[config.mk]
export PLATFORM = sky130hd
export DESIGN_NAME = be_lsu_align
export DESIGN_NICKNAME = d
export VERILOG_FILES = /design/src/rtl/lsu_pkg.sv /design/src/rtl/lsu_decode.sv /design/src/rtl/lsu_store_lanes.sv /design/src/rtl/lsu_load_extract.sv /design/src/rtl/be_lsu_align.sv
export SDC_FILE = /design/constraint.sdc
export NUM_CORES = 1
export LEC_CHECK = 0
export ABC_CLOCK_PERIOD_IN_PS = 2470
export BUFFER_PORTS_ARGS = -buffer_cell sky130_fd_sc_hd__buf_2
export CAP_MARGIN = 20
export CORE_MARGIN = 2
export CORE_UTILIZATION = 44
export DETAILED_ROUTE_END_ITERATION = 6
export GPL_ROUTABILITY_DRIVEN = 0
export PLACE_DENSITY = 0.77
export SETUP_SLACK_MARGIN = 0.15
export SKIP_LAST_GASP = 1
export SLEW_MARGIN = 20
export SYNTH_ARGS = -nofsm -noshare
export SYNTH_HDL_FRONTEND = slang
export SYNTH_SLANG_ARGS = --single-unit
[constraint.sdc]
create_clock -name clk -period 2.47 [get_ports clk]
set_input_delay 0.494 -clock clk [delete_from_list [all_inputs] [get_ports clk]]
set_output_delay 0.494 -clock clk [all_outputs]
set_load 0.01 [all_outputs]
[src/rtl/lsu_pkg.sv]
package lsu_pkg;

  typedef enum logic [1:0] {
    SZ_BYTE = 2'd0,
    SZ_HALF = 2'd1,
    SZ_WORD = 2'd2
  } acc_size_t;

  typedef struct packed {
    logic      is_mem;
    logic      is_store;
    logic      sign_ext;
    acc_size_t size;
  } acc_kind_t;

  // 6-bit primary opcode values of the memory instructions
  localparam logic [5:0] OPC_LD_BYTE_S = 6'd4;
  localparam logic [5:0] OPC_LD_BYTE_U = 6'd16;
  localparam logic [5:0] OPC_LD_HALF_S = 6'd7;
  localparam logic [5:0] OPC_LD_HALF_U = 6'd11;
  localparam logic [5:0] OPC_LD_WORD   = 6'd10;
  localparam logic [5:0] OPC_ST_BYTE   = 6'd12;
  localparam logic [5:0] OPC_ST_HALF   = 6'd3;
  localparam logic [5:0] OPC_ST_WORD   = 6'd22;

endpackage

[src/rtl/lsu_decode.sv]
module lsu_decode
  import lsu_pkg::*;
#(
  parameter int OPC_W = 6
) (
  input  logic [OPC_W-1:0] opc,
  output acc_kind_t        kind
);

  always_comb begin
    kind = '{is_mem: 1'b0, is_store: 1'b0, sign_ext: 1'b0, size: SZ_WORD};
    case (opc)
      OPC_LD_BYTE_S: kind = '{1'b1, 1'b0, 1'b1, SZ_BYTE};
      OPC_LD_BYTE_U: kind = '{1'b1, 1'b0, 1'b0, SZ_BYTE};
      OPC_LD_HALF_S: kind = '{1'b1, 1'b0, 1'b1, SZ_HALF};
      OPC_LD_HALF_U: kind = '{1'b1, 1'b0, 1'b0, SZ_HALF};
      OPC_LD_WORD:   kind = '{1'b1, 1'b0, 1'b0, SZ_WORD};
      OPC_ST_BYTE:   kind = '{1'b1, 1'b1, 1'b0, SZ_BYTE};
      OPC_ST_HALF:   kind = '{1'b1, 1'b1, 1'b0, SZ_HALF};
      OPC_ST_WORD:   kind = '{1'b1, 1'b1, 1'b0, SZ_WORD};
      default:       ;
    endcase
  end

endmodule

[src/rtl/lsu_store_lanes.sv]
module lsu_store_lanes
  import lsu_pkg::*;
#(
  parameter int DATA_W = 32,
  localparam int LANES = DATA_W / 8,
  localparam int OFF_W = $clog2(LANES)
) (
  input  acc_size_t         size,
  input  logic [OFF_W-1:0]  off,
  input  logic [DATA_W-1:0] data,
  output logic [LANES-1:0]  be,
  output logic [DATA_W-1:0] wdata
);

  logic [LANES-1:0] be_byte;
  logic [LANES-1:0] be_half;

  // Lane k holds bits 8k+7:8k; big-endian offset of that lane is LANES-1-k
  for (genvar k = 0; k < LANES; k++) begin : g_lane
    localparam int POS = LANES - 1 - k;
    assign be_byte[k] = (off == OFF_W'(POS));
    assign be_half[k] = (off[OFF_W-1:1] == (OFF_W-1)'(POS / 2));
  end

  always_comb begin
    case (size)
      SZ_BYTE: begin
        be    = be_byte;
        wdata = {LANES{data[7:0]}};
      end
      SZ_HALF: begin
        be    = be_half;
        wdata = {(LANES/2){data[15:0]}};
      end
      default: begin
        be    = '1;
        wdata = data;
      end
    endcase
  end

endmodule

[src/rtl/lsu_load_extract.sv]
module lsu_load_extract
  import lsu_pkg::*;
#(
  parameter int DATA_W = 32,
  localparam int LANES = DATA_W / 8,
  localparam int OFF_W = $clog2(LANES)
) (
  input  acc_size_t         size,
  input  logic              sign_ext,
  input  logic [OFF_W-1:0]  off,
  input  logic [DATA_W-1:0] word,
  output logic [DATA_W-1:0] result
);

  logic [7:0]  lane_b [LANES];
  logic [15:0] lane_h [LANES/2];

  for (genvar k = 0; k < LANES; k++) begin : g_b
    assign lane_b[k] = word[8*k +: 8];
  end
  for (genvar j = 0; j < LANES/2; j++) begin : g_h
    assign lane_h[j] = word[16*j +: 16];
  end

  logic [OFF_W-1:0] b_idx;
  logic [OFF_W-2:0] h_idx;
  logic [7:0]       b_sel;
  logic [15:0]      h_sel;

  assign b_idx = OFF_W'(LANES - 1) - off;
  assign h_idx = (OFF_W-1)'(LANES/2 - 1) - off[OFF_W-1:1];
  assign b_sel = lane_b[b_idx];
  assign h_sel = lane_h[h_idx];

  always_comb begin
    case (size)
      SZ_BYTE: result = {{(DATA_W-8){sign_ext & b_sel[7]}}, b_sel};
      SZ_HALF: result = {{(DATA_W-16){sign_ext & h_sel[15]}}, h_sel};
      default: result = word;
    endcase
  end

endmodule

[src/rtl/be_lsu_align.sv]
module be_lsu_align
  import lsu_pkg::*;
#(
  parameter int DATA_W = 32,
  parameter int ADDR_W = 32,
  parameter int IMM_W  = 16,
  parameter int REG_W  = 5,
  parameter int OPC_W  = 6,
  localparam int LANES = DATA_W / 8,
  localparam int OFF_W = $clog2(LANES),
  localparam int OPC_LSB = DATA_W - OPC_W,
  localparam int RD_LSB  = IMM_W
) (
  input  logic              clk,
  input  logic              rst,
  input  logic              req_valid,
  input  logic [DATA_W-1:0] instr,
  input  logic [DATA_W-1:0] base_val,
  input  logic [DATA_W-1:0] data_val,
  input  logic [DATA_W-1:0] mem_rdata,
  output logic              mem_req,
  output logic              mem_we,
  output logic [ADDR_W-1:0] mem_addr,
  output logic [LANES-1:0]  mem_be,
  output logic [DATA_W-1:0] mem_wdata,
  output logic              misalign,
  output logic              ld_valid,
  output logic [REG_W-1:0]  ld_rd,
  output logic [DATA_W-1:0] ld_data
);

  // ---------------- issue stage (combinational) ----------------
  acc_kind_t         kind;
  logic [IMM_W-1:0]  disp;
  logic [ADDR_W-1:0] ea;
  logic [OFF_W-1:0]  off;
  logic              bad_align;
  logic              go;
  logic [LANES-1:0]  be_n;
  logic [DATA_W-1:0] wdata_n;

  lsu_decode #(.OPC_W(OPC_W)) u_dec (
    .opc  (instr[OPC_LSB +: OPC_W]),
    .kind (kind)
  );

  assign disp = instr[IMM_W-1:0];
  assign ea   = base_val[ADDR_W-1:0] + {{(ADDR_W-IMM_W){disp[IMM_W-1]}}, disp};
  assign off  = ea[OFF_W-1:0];

  always_comb begin
    case (kind.size)
      SZ_HALF: bad_align = off[0];
      SZ_WORD: bad_align = |off;
      default: bad_align = 1'b0;
    endcase
  end

  assign go = req_valid & kind.is_mem & ~bad_align;

  lsu_store_lanes #(.DATA_W(DATA_W)) u_st (
    .size  (kind.size),
    .off   (off),
    .data  (data_val),
    .be    (be_n),
    .wdata (wdata_n)
  );

  // ---------------- request stage (registered) ----------------
  logic             s1_load, s2_load;
  logic [REG_W-1:0] s1_rd, s2_rd;
  acc_size_t        s1_size, s2_size;
  logic             s1_sext, s2_sext;
  logic [OFF_W-1:0] s1_off, s2_off;

  always_ff @(posedge clk) begin
    if (rst) begin
      mem_req   <= 1'b0;
      mem_we    <= 1'b0;
      mem_addr  <= '0;
      mem_be    <= '0;
      mem_wdata <= '0;
      misalign  <= 1'b0;
      s1_load   <= 1'b0;
      s1_rd     <= '0;
      s1_size   <= SZ_WORD;
      s1_sext   <= 1'b0;
      s1_off    <= '0;
    end else begin
      mem_req   <= go;
      mem_we    <= go & kind.is_store;
      mem_addr  <= ea;
      mem_be    <= go ? be_n : '0;
      mem_wdata <= wdata_n;
      misalign  <= req_valid & kind.is_mem & bad_align;
      s1_load   <= go & ~kind.is_store;
      s1_rd     <= instr[RD_LSB +: REG_W];
      s1_size   <= kind.size;
      s1_sext   <= kind.sign_ext;
      s1_off    <= off;
    end
  end

  // ---------------- data-return stage ----------------
  always_ff @(posedge clk) begin
    if (rst) begin
      s2_load <= 1'b0;
      s2_rd   <= '0;
      s2_size <= SZ_WORD;
      s2_sext <= 1'b0;
      s2_off  <= '0;
    end else begin
      s2_load <= s1_load;
      s2_rd   <= s1_rd;
      s2_size <= s1_size;
      s2_sext <= s1_sext;
      s2_off  <= s1_off;
    end
  end

  logic [DATA_W-1:0] ext_n;

  lsu_load_extract #(.DATA_W(DATA_W)) u_ld (
    .size     (s2_size),
    .sign_ext (s2_sext),
    .off      (s2_off),
    .word     (mem_rdata),
    .result   (ext_n)
  );

  always_ff @(posedge clk) begin
    if (rst) begin
      ld_valid <= 1'b0;
      ld_rd    <= '0;
      ld_data  <= '0;
    end else begin
      ld_valid <= s2_load;
      ld_rd    <= s2_rd;
      ld_data  <= ext_n;
    end
  end

  // ---------------- assertions ----------------
  AST_RESET_QUIET: assert property (@(posedge clk) $past(rst) |-> (!mem_req && !ld_valid && !misalign));
  AST_REQ_FOLLOWS_VALID: assert property (@(posedge clk) disable iff (rst) mem_req |-> $past(req_valid));
  AST_BE_SHAPE: assert property (@(posedge clk) disable iff (rst)
    mem_req |-> (mem_be == 4'b1000 || mem_be == 4'b0100 || mem_be == 4'b0010 || mem_be == 4'b0001 ||
                 mem_be == 4'b1100 || mem_be == 4'b0011 || mem_be == 4'b1111));
  AST_HALF_ALIGNED: assert property (@(posedge clk) disable iff (rst)
    (mem_req && $countones(mem_be) == 2) |-> !mem_addr[0]);
  AST_WORD_ALIGNED: assert property (@(posedge clk) disable iff (rst)
    (mem_req && mem_be == 4'b1111) |-> (mem_addr[1:0] == 2'b00));
  AST_LOAD_LATENCY: assert property (@(posedge clk) disable iff (rst)
    ld_valid |-> $past(mem_req && !mem_we, 2));
  AST_LOAD_PULSE: assert property (@(posedge clk) disable iff (rst)
    ld_valid |=> !ld_valid || $past(mem_req && !mem_we, 1));
  AST_MISALIGN_BLOCKS: assert property (@(posedge clk) disable iff (rst) misalign |-> !mem_req);
  AST_IDLE_NO_REQ: assert property (@(posedge clk) disable iff (rst)
    (!req_valid) |=> (!mem_req && !misalign));

endmodule

* Word-level counts from Yosys, hierarchy flattened *
Index checks and enable logic that the tools add are counted.

word-level totals
  flip-flop bits (word level) = 131
  input bits = 131
  output and inout port bits = 109
  word-level logic and storage cells = 67

cells by class
  add/subtract/negate cells = 3
  magnitude comparators = 2
  eq/ne operators = 14
  multiplexer cells = 11
  bitwise gates (word level) = 13
  reduce and logical (&&, ||, !) cells = 5

operator list
  cell                                                      count
  one-hot mux 32 bit (2 select lines)                       2
  two-way mux 16 bit                                        3
  one-hot mux 5 bit (8 select lines)                        1
  adder 32 bit                                              1
  equality test 6 x 4 -> 1 bit, second input constant       3
  binary-select mux 8 bit (select 2 bit)                    1
  two-way mux 8 bit                                         2
  equality test 6 x 3 -> 1 bit, second input constant       2
  equality test 6 x 5 -> 1 bit, second input constant       2
  one-hot mux 4 bit (2 select lines)                        1
  bitwise AND 1 bit                                         7
  equality test 2 x 1 -> 1 bit, second input constant       3
  equality test 2 bit, second input constant                3
  equality test 6 x 2 -> 1 bit, second input constant       1
  logical NOT 2 bit                                         3
  inverter 1 bit                                            4
  OR reduction 2 bit                                        2
  greater-or-equal comparator 3 bit, second input constant  1
  inverter 2 -> 3 bit                                       1
  greater-or-equal comparator 2 bit, second input constant  1
  inverter 1 -> 2 bit                                       1
  one-hot mux 1 bit (2 select lines)                        1
  subtractor 2 bit, first input constant                    1
  subtractor 1 bit, first input constant                    1

* Depth between registers and ports, before layout *
  word-level depth = 8
  depth in mapped cells = 13

* By module *
Synthesis repeated with hierarchy kept, for this count alone.

unflattened totals
  cell total of the unflattened synthesis = 750
  area, all modules = 6,891.6 um2

by module, submodules not included
  module            instances  cells each  area an instance (um2)  seq. area each (um2)
  be_lsu_align      1          559         5,434.0                 2,582.5
  lsu_load_extract  1          106         770.7                   0.0
  lsu_store_lanes   1          60          531.8                   0.0
  lsu_decode        1          25          155.1                   0.0

* Worst setup path after synthesis *
Ideal clock, no wire load.

  kind = input to register
  from = input instr[27]
  to = register mem_wdata[31]
  setup time = 0.132 ns
  arrival time = 2.459 ns
  required time = 2.338 ns
  path slack = -0.122 ns
  stages = 11
  cells stage by stage = buf_2 > or4b_1 > a21oi_1 > o21bai_1 > nor2b_1 > ha_1 > clkbuf_1 > nor2_1 > clkbuf_1 > nand2_1 > a31oi_1

on the way
  word-level cells in the longest chain between the ends = 4

RTL lines
  element                                                                   line                   source
  from (decl)                                                               be_lsu_align.sv:17     input logic [DATA_W-1:0] instr,
  equality test 6 x 5 -> 1 bit, or another cell as far along                lsu_decode.sv:12       case (opc)
  one-hot mux 5 bit (8 select lines) *                                      lsu_decode.sv:12
  equality test 2 x 1 -> 1 bit / logical NOT 2 bit (equally long branches)  lsu_store_lanes.sv:26  case (size)
  one-hot mux 32 bit (2 select lines) *                                     lsu_store_lanes.sv:26
  to (signal assigned)                                                      be_lsu_align.sv:94     mem_wdata <= wdata_n;
  to (decl)                                                                 be_lsu_align.sv:25     output logic [DATA_W-1:0] mem_wdata,

Mark *: on every way between the ends. The rest lies on a longest branch, timed or not.
A chain may end at the register's enable or synchronous reset.

* Final worst setup path *
  from = input instr[10]
  to = register mem_addr[29]

on the way
  word-level cells in the longest chain between the ends = 1

RTL lines
  element               line                source
  adder 32 bit          be_lsu_align.sv:48  assign ea = base_val[ADDR_W-1:0] + {{(ADDR_W-IMM_W){disp[IMM_W-1]}}, disp};
  to (signal assigned)  be_lsu_align.sv:80  mem_addr <= '0;
  to (signal assigned)  be_lsu_align.sv:92  mem_addr <= ea;
  to (decl)             be_lsu_align.sv:23  output logic [ADDR_W-1:0] mem_addr,

No other way between the ends.

==> flow_metrics.tcl <==
set metrics [dict create \
    fmax_mhz 450 \
    regArea_um2 2580 \
    synth_top_family_by_area "simple AND/OR/NAND/NOR gates" \
    max_cap_violations 0 \
    slew_headroom_pct 37.9 \
    grt_util_met3_pct 4.20 \
    async_flop_share_pct 0 \
    fin_area_um2 8470 \
    synth.top_cells.by_count "129 x dfxtp_1, 104 x nand2_1, 80 x a21oi_1, 66 x nor2_1, 35 x nor2b_1" \
    track_usage_pct 23.5 \
    cts_resized 0 \
    swShare_pct 28.4 \
    grt_pass1_wl_mm 27.0 \
    power_uw 5890 \
    core_um2 13300 \
    finalMaxSlewViolations 0 \
    start_util_pct 45.2 \
    synthSimpleGateAreaFrac_pct 20.3 \
    synth_xor_area_share_pct 3.50 \
    min_from "instr[17]" \
    grtUsageMet1_pct 28.5 \
    vdd_drop_max_mv 0.469 \
    ant_nets 0 \
    synth_flop_cell "dfxtp_1" \
    synthesis.nets 870 \
    ctsHoldBuffers 0 \
    ys_types 57 \
    grt_use_met2_pct 40.9 \
    slowest_stage "o21ai_0" \
    criticalPathCategory "in -> reg" \
    via_per_inst 5.13 \
    yosysMostFrequentCell "dfxtp_1" \
    arrival_ns 2.53 \
    crit_chain "buf_2 > ha_1 > a21oi_1 > o21ai_0 > o2111ai_1 > o21ai_1 > nand4_1 > a21oi_1 > mux2_2" \
    synth-seq-cells 129 \
    root_buffer "clkbuf_16" \
    fin_util_pct 63.7 \
    insertion_delay_ns 0.41 \
    finalHoldViolations 0 \
    antenna_found_initial 1 \
    drt_iter0_markers 424 \
    seqPwrFrac_pct 38.7 \
    syn_inst 704 \
    globalRouteOverflowTotal 0 \
    crit_buf_inv 1 \
    drive_above_1_share_pct 37.2 \
    r2r-start "s2_size[0]" \
    crit_path_max_incr_delay_ns 0.34 \
    leakagePower_uw 0.00429 \
    synthMuxAreaShare_pct 2.58 \
    top_usage_layer "met2" \
    nets 1167 \
    fp.dieH_um 121 \
    vias 6103 \
    power.internal_uw 4210 \
    place_inst 1158 \
    seq_area_frac_synth_pct 43.0 \
    area_growth_pct 41.1 \
    rows 42 \
    pwr-share-comb_pct 20.8 \
    cts.htree.levels 4 \
    grt_pass1_vias 5626 \
    clock_sinks 129 \
    wl_mm 17.3 \
    synth_edf_count 0 \
    final_cells 1190 \
    p_switching_uw 1670 \
    syn_area_per_cell_um2 8.53 \
    routedWlPerCell_um 14.6 \
    drc 0 \
    cts_made_buffers 17 \
    post_cts_buffers 0 \
    synth_top_area_share_pct 43.0 \
    clkPwrFrac_pct 40.5 \
    yosysTopAreaCell "dfxtp_1" \
    dp_hpwl_mm 13.1 \
    io_pins 240 \
    startpoint_type "primary input" \
    final-setup-viol-count 0 \
    synth-adder-area-share_pct 7.42 \
    synth_warnings 0 \
    min_period_ns 2.22 \
    syn_area_um2 6010 \
    crit_top_cell "a21oi_1" \
    synth_area_leaders "dfxtp_1 43%, ha_1 7.1%, a21oi_1 6.7%" \
    holdCritPathClass "in -> reg" \
    status "finished clean" \
    multi_input_area_um2 3250 \
    rsz0062_at_grt "yes" \
    endpoint_kind "flop" \
    floorplan.die_area_um2 14600 \
    placed_area_um2 7890 \
    power.density_nw_per_um2 694 \
    die_w_um 121 \
    startpoint "instr[10]" \
    clkSlewWorstSetupHoldPaths_ns 0.06 \
    required_ns 2.78 \
    crit_family "compound AO/OA/AOI/OAI gates" \
    cts_tree "done" \
    cts_max_path_buffers 2 \
    fin_crit_sh_pct 89.9 \
    fillers 1101 \
    grt_max_degree 82 \
    antenna_cells 0 \
    path_max_fanout 4 \
    dr.pass1.iters 5 \
    synth-compound-area-share_pct 19.7 \
    port_buffers 234 \
    tightest_slew_ns 0.928 \
    clock_skew_ns 0.00616 \
]
[final timing paths]
kind                   to  slack, ns  depth (start not counted)
max          mem_addr[29]       0.25                          9
min              s1_rd[1]       0.29                          2
max reg2reg    ld_data[0]       0.58                          6
min reg2reg    s2_size[1]       0.42                          1
[sequential cells by signal (all words and copies together), names as in the netlist, 4 cells and up]
register	cells
ld_data	32
mem_addr	32
mem_wdata	32
ld_rd	5
s1_rd	5
s2_rd	5
mem_be	4
[power by group through the flow]
stage	logic [uW]	clock network [uW]	registers [uW]
4_1_cts	1220	2420	2280
5_1_grt	1350	2510	2290
3_3_place_gp	1190	0	2320
2_1_floorplan	588	0	2390
6_report	1230	2380	2280
3_5_place_dp	1210	0	2320
[through the flow]
| step | TNS (ns) | hold WS, ns | setup slack, ns |
|---|---|---|---|
| final | 0 | 0.289 | 0.249 |
| after global routing | 0 | 0.286 | 0.110 |
| after CTS | 0 | 0.279 | 0.161 |
| after detailed placement | -3.83 | 0.396 | -0.272 |
| after global placement | -2.41 | 0.397 | -0.194 |
| after floorplan | 0 | 0.389 | 0.149 |
[cell families (layout without fill, tap and decap cells)]
group / count (synthesis) / in the layout
AOI/OAI and AO/OA: 187 / 187
adders and majority gates: 35 / 35
and+or+nand+nor: 261 / 261
xor gates and xnor gates: 24 / 24
muxes: 13 / 13
DFF: 129 / 129
buffers and inverters: 55 / 365
[metal layers]
layer,part of all wire (%),vias up
met1,42,2795
met3,6.4,24
met4,1.6,0
met2,50,248
li1,-,3036
met5,0,-
[layout make-up]
| type | count | share of cell area, % |
|---|---|---|
| multi-input combinational | 520 | 38.3 |
| tap | 176 | 2.60 |
| timing repair buffer | 312 | 21.1 |
| sequential | 129 | 30.5 |
| clock buffer | 18 | 5.06 |
| inverter | 21 | 0.930 |
| clock inverter | 14 | 1.57 |
[placed cells by master, fill, tap and decap left out, drive strengths merged, types with 4 or more instances in the layout]
| cell type | netlist | layout |
|---|---|---|
| dfxtp | 129 | 129 |
| a31oi | 10 | 10 |
| buf | 7 | 312 |
| ha | 34 | 34 |
| xor2 | 13 | 13 |
| a21oi | 80 | 80 |
| o21bai | 7 | 7 |
| nor3b | 6 | 6 |
| clkbuf | 27 | 18 |
| nand4 | 6 | 6 |
| o211ai | 5 | 5 |
| a21o | 17 | 17 |
| nand2 | 104 | 104 |
| clkinv | 0 | 7 |
| nor2b | 36 | 36 |
| nor2 | 66 | 66 |
| and3 | 7 | 7 |
| inv | 21 | 25 |
| o21ai | 29 | 29 |
| nand3 | 6 | 6 |
| nand2b | 4 | 4 |
| a21boi | 4 | 4 |
| mux2 | 10 | 10 |
| a221oi | 8 | 8 |
| or2 | 4 | 4 |
| xnor2 | 11 | 11 |
| a211oi | 5 | 5 |
| nor3 | 11 | 11 |
No activity file was read; power rests on OpenSTA's default activity.
